===== config.mk =====
export PLATFORM = sky130hd
export DESIGN_NAME = xcvr_bidir
export DESIGN_NICKNAME = d
export VERILOG_FILES = /design/src/rtl/xcvr_pkg.sv /design/src/rtl/xcvr_keeper.sv /design/src/rtl/xcvr_path.sv /design/src/rtl/xcvr_bidir.sv
export SDC_FILE = /design/constraint.sdc
export NUM_CORES = 1
export LEC_CHECK = 0
export BUFFER_PORTS_ARGS = -buffer_cell sky130_fd_sc_hd__buf_4
export CAP_MARGIN = 15
export CORE_AREA = 2 2 124 138
export CTS_CLUSTER_DIAMETER = 40
export DETAILED_ROUTE_END_ITERATION = 8
export DIE_AREA = 0 0 126 140
export PLACE_DENSITY_LB_ADDON = 0.3
export REMOVE_ABC_BUFFERS = 1
export SKIP_CTS_REPAIR_TIMING = 1
export SYNTH_ARGS = -nofsm -noshare
export SYNTH_HDL_FRONTEND = slang
export SYNTH_SLANG_ARGS = --single-unit

===== constraint.sdc =====
create_clock -name clk -period 2.1 [get_ports clk]
set_input_delay 0.42 -clock clk [delete_from_list [all_inputs] [get_ports clk]]
set_output_delay 0.42 -clock clk [all_outputs]
set_load 0.05 [all_outputs]

===== src/rtl/xcvr_pkg.sv =====
package xcvr_pkg;
  typedef enum logic [1:0] {
    MODE_HOLD    = 2'd0,
    MODE_PASS    = 2'd1,
    MODE_CAPTURE = 2'd2
  } path_mode_e;

  localparam int unsigned NUM_DIR = 2;
  localparam int unsigned DIR_AB  = 0;
  localparam int unsigned DIR_BA  = 1;
endpackage


===== src/rtl/xcvr_keeper.sv =====
module xcvr_keeper #(
  parameter int unsigned WIDTH = 36
) (
  input  logic             clk,
  input  logic             rst_n,
  input  logic [WIDTH-1:0] bus_d,
  input  logic             bus_vld,
  output logic [WIDTH-1:0] bus_eff
);
  logic [WIDTH-1:0] kept;

  always_ff @(posedge clk or negedge rst_n) begin
    if (!rst_n)       kept <= '0;
    else if (bus_vld) kept <= bus_d;
  end

  assign bus_eff = bus_vld ? bus_d : kept;

  // the kept word moves only while the bus is driven
  a_r6_keep_idle: assert property (@(posedge clk) disable iff (!rst_n)
    !bus_vld |=> $stable(kept));
  a_r6_keep_track: assert property (@(posedge clk) disable iff (!rst_n)
    bus_vld |=> kept == $past(bus_d));
endmodule


===== src/rtl/xcvr_path.sv =====
module xcvr_path
  import xcvr_pkg::*;
#(
  parameter int unsigned WIDTH = 36
) (
  input  logic             clk,
  input  logic             rst_n,
  input  logic [WIDTH-1:0] din,
  input  logic             pass,
  input  logic             strobe,
  output logic [WIDTH-1:0] dout
);
  logic             strobe_q;
  logic [WIDTH-1:0] store;
  path_mode_e       mode;

  always_comb begin
    if (pass)                    mode = MODE_PASS;
    else if (strobe_q && !strobe) mode = MODE_CAPTURE;
    else                         mode = MODE_HOLD;
  end

  always_ff @(posedge clk or negedge rst_n) begin
    if (!rst_n) begin
      strobe_q <= 1'b0;
      store    <= '0;
    end else begin
      strobe_q <= strobe;
      if (mode != MODE_HOLD) store <= din;
    end
  end

  assign dout = (mode == MODE_PASS) ? din : store;

  // a falling strobe with the pass enable low loads the input
  a_r3_capture: assert property (@(posedge clk) disable iff (!rst_n)
    (!pass && strobe_q && !strobe) |=> store == $past(din));
  // a rising strobe leaves the stored word alone
  a_r9_rise_ignored: assert property (@(posedge clk) disable iff (!rst_n)
    (!pass && !strobe_q && strobe) |=> $stable(store));
  // a steady strobe with the pass enable low holds
  a_r2_hold: assert property (@(posedge clk) disable iff (!rst_n)
    (!pass && (strobe_q == strobe)) |=> $stable(store));
  // while transparent the store tracks the input for the close
  a_r10_close: assert property (@(posedge clk) disable iff (!rst_n)
    pass |=> store == $past(din));
endmodule


===== src/rtl/xcvr_bidir.sv =====
module xcvr_bidir
  import xcvr_pkg::*;
#(
  parameter int unsigned WIDTH = 36
) (
  input  logic             clk,
  input  logic             rst_n,
  input  logic [WIDTH-1:0] a_in,
  input  logic             a_in_vld,
  input  logic [WIDTH-1:0] b_in,
  input  logic             b_in_vld,
  input  logic             ab_pass,
  input  logic             ab_strobe,
  input  logic             ab_drive,
  input  logic             ba_pass,
  input  logic             ba_strobe,
  input  logic             ba_drive_n,
  output logic [WIDTH-1:0] a_out,
  output logic             a_oe,
  output logic [WIDTH-1:0] b_out,
  output logic             b_oe,
  output logic             contention
);
  logic [WIDTH-1:0] src_d   [NUM_DIR];
  logic             src_vld [NUM_DIR];
  logic [WIDTH-1:0] src_eff [NUM_DIR];
  logic [WIDTH-1:0] dst_d   [NUM_DIR];
  logic             pass_v  [NUM_DIR];
  logic             strb_v  [NUM_DIR];

  assign src_d[DIR_AB]   = a_in;
  assign src_vld[DIR_AB] = a_in_vld;
  assign pass_v[DIR_AB]  = ab_pass;
  assign strb_v[DIR_AB]  = ab_strobe;
  assign src_d[DIR_BA]   = b_in;
  assign src_vld[DIR_BA] = b_in_vld;
  assign pass_v[DIR_BA]  = ba_pass;
  assign strb_v[DIR_BA]  = ba_strobe;

  for (genvar d = 0; d < NUM_DIR; d++) begin : g_dir
    xcvr_keeper #(.WIDTH(WIDTH)) keeper_i (
      .clk     (clk),
      .rst_n   (rst_n),
      .bus_d   (src_d[d]),
      .bus_vld (src_vld[d]),
      .bus_eff (src_eff[d])
    );
    xcvr_path #(.WIDTH(WIDTH)) path_i (
      .clk    (clk),
      .rst_n  (rst_n),
      .din    (src_eff[d]),
      .pass   (pass_v[d]),
      .strobe (strb_v[d]),
      .dout   (dst_d[d])
    );
  end

  assign b_out      = dst_d[DIR_AB];
  assign a_out      = dst_d[DIR_BA];
  assign b_oe       = rst_n & ab_drive;
  assign a_oe       = rst_n & ~ba_drive_n;
  assign contention = b_oe & a_oe;

  // no bus is driven while reset is held
  always_comb begin
    if (rst_n === 1'b0) begin
      a_r7_quiet_in_reset: assert (!a_oe && !b_oe && !contention);
    end
  end
endmodule


======== Word-level counts from Yosys, hierarchy flattened ========
Index checks and enable logic that the tools add are counted.
operators by class
  equality and inequality tests ........... 2
  reduce and logical (&&, ||, !) cells .... 6
  bitwise gates (word level) .............. 4
  multiplexer cells ....................... 8
operators by type and width
  operator            count
  $mux 36             4
  $mux 2              4
  $eq 2x1->1 const B  2
  $reduce_bool 2->1   2
  $and 1x1->1         3
  $logic_and 1x1->1   2
  $logic_not 1->1     2
  $not 1->1           1
storage, ports and cells
  bits in registers ....................... 146
  output and inout port bits .............. 75
  bits of input ports ..................... 82

======== Longest topological paths before layout ========
  depth after elaboration ................. 6
  depth in mapped cells ................... 4
  gate-level depth less buffers ........... 3

======== Hierarchy ========
From an unflattened synthesis, not the netlist that was laid out.
unflattened totals
  cells, all modules ...................... 391
  area total of the unflattened synthesis .. 6,882.9 µm²
modules (own cells, without submodules)
  module       seq. area each (µm²)  cells each  times used  area an instance (µm²)
  xcvr_path    925.9                 118         2           1,940.6
  xcvr_keeper  900.9                 76          2           1,490.2
  xcvr_bidir   0.0                   3           1           21.3

======== Worst setup path after synthesis ========
OpenSTA, ideal clock, no wires.
  path kind ............................... input -> output
  start point ............................. input rst_n
  end point ............................... output contention
  stages on the path ...................... 2
  data arrival time ....................... 1,692 ps
  path slack .............................. -12 ps
  required time ........................... 1,680 ps
  buffers on the path ..................... 0
  cell sequence ........................... nor2b_1 > and2_1
on the way
  longest elaborated chain between the ends .. 2
RTL lines
  element                         line                                source
  start, declared                 xcvr_bidir.sv:7                     input logic rst_n,
  $and 1x1->1 (on tied branches)  xcvr_bidir.sv:60, xcvr_bidir.sv:61
  $and 1x1->1 (*)                 xcvr_bidir.sv:62                    assign contention = b_oe & a_oe;
  end, declared                   xcvr_bidir.sv:22                    output logic contention
Mark *: on every way between the ends. The rest lies on a longest branch, timed or not.

======== Worst setup path after layout ========
  start point ............................. input a_in_vld
  end point ............................... output b_out[31]
on the way
  longest elaborated chain between the ends .. 2
RTL lines
  element                                  line              source
  start, declared                          xcvr_bidir.sv:9   input logic a_in_vld,
  $mux 36                                  -
  named net g_dir[0].keeper_i.bus_eff[31]  xcvr_keeper.sv:8  output logic [WIDTH-1:0] bus_eff
  $mux 36                                  xcvr_path.sv:33   assign dout = (mode == MODE_PASS) ? din : store;
  end, declared                            xcvr_bidir.sv:20  output logic [WIDTH-1:0] b_out,
The timed path passes the listed nets, and every way through them passes these cells.

==> results.toml <==
[setup_path]
r2r-start = "g_dir[1].path_i.strobe_q"
ff2ff_setup_slack_ns = 0.80
setup.worst_path.class = "input pin to output pin"
max_stage_delay_ns = 0.33
cp_slowest_cell = "mux2_4"
critPathRequiredTime_ns = 1.68
path_max_fanout = 19
r2r-end = "g_dir[1].path_i.store[8]"
cpMostUsedCell = "buf_4"
cp-start-kind = "input pin"
worst_ep_arrival_time_ns = 1.59
worstSetupEndpointType = "output pin"
reg2reg_depth = 3
cp_cell_sequence = "buf_4, buf_12, mux2_4, mux2_2, buf_4"

[synth]
syn-cell-area_sq_um = 6690
synth_top_cell_by_area = "dfrtp_1"
ys_ff_latch = 146
synth_top_cell_area_share = 0.546
yosysWarnings = 0
yosysSeqAreaShare = 0.546
synth_area_per_cell_sq_um = 17.1
ys_types = 12
synth_edf_count = 0
synth_top_flop_cell = "dfrtp_1"
synth_top_cells_by_count = "dfrtp_1 (146), mux2_2 (136), mux2_4 (77)"
syn_inst = 391
synthArstFlopShare = 1.00
synth.most_common_cell = "dfrtp_1"
synthTopCellsByArea = "dfrtp_1 (55%), mux2_2 (23%), mux2_4 (17%)"

[drt]
vias = 3740
drcViolationCount = 0
routed_wl_um = 13100
drt_iter0_markers = 142
avgRoutedWirePerCell_um = 17.0
detail-route-antenna-nets = 0
drt_pass1_iterations = 4
via_per_inst = 4.87
top_layer = "met4"
wl_met2_um = 5970
wl_met3_um = 1090
wirelength_met1_um = 5890

[cells_and_area]
drive_gt1_frac = 0.720
fin_util = 0.529
layout.cells.non_filler = 768
syn2layout_area_growth_pct = 28.0
diodes = 0
nets = 636

[power_and_ir_drop]
swShare = 0.295
p_switching_w = 0.00248
power_leakage_nw = 4.00
clkPwrFrac = 0.340
share_comb_of_total_power = 0.267
powerDensity_nw_per_um2 = 980
vdd_drop_max_mv = 0.500
seqPwrFrac = 0.393
intPower_w = 0.00592

[die]
rows = 49
initial_core_util = 0.413
fp.dieH_um = 140
io_pins = 157
die-area_sq_um = 17600
core_sq_um = 16200
die_w_um = 126

[place]
gp_congestion = 0.724
post-place-ws_ns = 0.0832
dp_hpwl_um = 8400
post-place-cells = 739
portBuffers = 156

[timing]
clock_skew_ns = 0.00658
period_share = 0.958
tightest_slew_ns = 0.858
worst_slack_ns = 0.0877
rsz0062_at_grt = "no"
fmax_mhz = 497
setup_tns_ns = 0
maxSlewHeadroom = 0.428
setup_viol = 0
min_period_ns = 2.01
finalHoldViolCount = 0
slew_viol_final = 0
holdWs_ns = 0.0832

[clock_tree]
cts_buffers = 17
htreeDepth = 4
path_clk_slew_ns = 0.06
cts.sinks = 146
clk_latency_ns = 0.41
root_buffer = "clkbuf_16"
clockBufferDepth = 2
cts_tree = "yes"

[global_route]
grt_max_degree = 147
grt_pass1_wl_um = 21600
grt_usage = 0.154
grt_pass1_vias = 4235
grt_remaining_overflow = 0
antenna_found_initial = 0

[run_status]
outcome = "completed"

[worst_hold_path]
hp-class = "input pin to async pin"

[run]
max_cap_viol_count = 0
## worst max-delay path, delay by kind of cell
family,cells,cell delay (ns)
muxes,2,0.61
buffers and inverters,3,0.54
## cells in the final DEF (no fill, tap or decap), types with 3 or more instances in the layout
cell type  Yosys  final
mux2_1         3      3
buf_4          2    159
clkinv_2       0      3
mux2_2       136    136
clkbuf_16      0     17
clkbuf_1       0      4
buf_12         6      6
mux2_4        77     77
dfrtp_1      146    146
## flip-flops by register name, summed over array words and instances (netlist names)
register / cells
g_dir.path_i.store: 72
g_dir.path_i.strobe_q: 2
g_dir.keeper_i.kept: 72
## worst max-delay path by stage
| stage | from | to |
|---|---|---|
| final | a_in_vld | b_out[31] |
| after global routing | a_in_vld | b_out[31] |
| after CTS | a_in_vld | b_out[31] |
| after detailed placement | a_in_vld | b_out[30] |
| after global placement | a_in_vld | b_out[31] |
| after floorplan | rst_n | contention |
## per-layer routing
metal  up-vias  track usage
met5         -            0
met4         0       0.0607
met3        13       0.0611
met2       122        0.239
met1      1890        0.193
li1       1715            -
## area by class of cell
| class | count | area [sq um] |
|---|---|---|
| fillers | 1389 | 7620 |
| repair buffers | 166 | 1330 |
| clock buffers | 23 | 468 |
| clock inverters | 6 | 82.6 |
| multi-input cells | 221 | 2770 |
| flip-flops and latches | 146 | 3650 |
| well taps | 204 | 255 |
| inverters | 2 | 7.51 |
## power groups by stage
stage | clock network (W) | registers (W) | logic (W)
floorplan | 0 | 0.00330 | 0.00155
global placement | 0 | 0.00333 | 0.00222
detailed placement | 0 | 0.00335 | 0.00226
CTS | 0.00294 | 0.00331 | 0.00227
global route | 0.00304 | 0.00334 | 0.00237
finish | 0.00285 | 0.00330 | 0.00224
## cell families after synthesis
kind of cell | count (synthesis) | share of synthesized area
multiplexers | 216 | 0.407
flip-flops | 146 | 0.546
buffers and inverters | 24 | 0.0393
AND/OR/NAND/NOR | 3 | 0.00281
AO/OA/AOI/OAI | 2 | 0.00486
## metrics by stage
stage                     total power (W)  area, sq um
final                             0.00840         8560
after global routing              0.00875         8560
after CTS                         0.00852         8560
after detailed placement          0.00560         8010
after global placement            0.00556         8010
after floorplan                   0.00486         6430
Note: power is estimated with default switching activity, not from simulation.
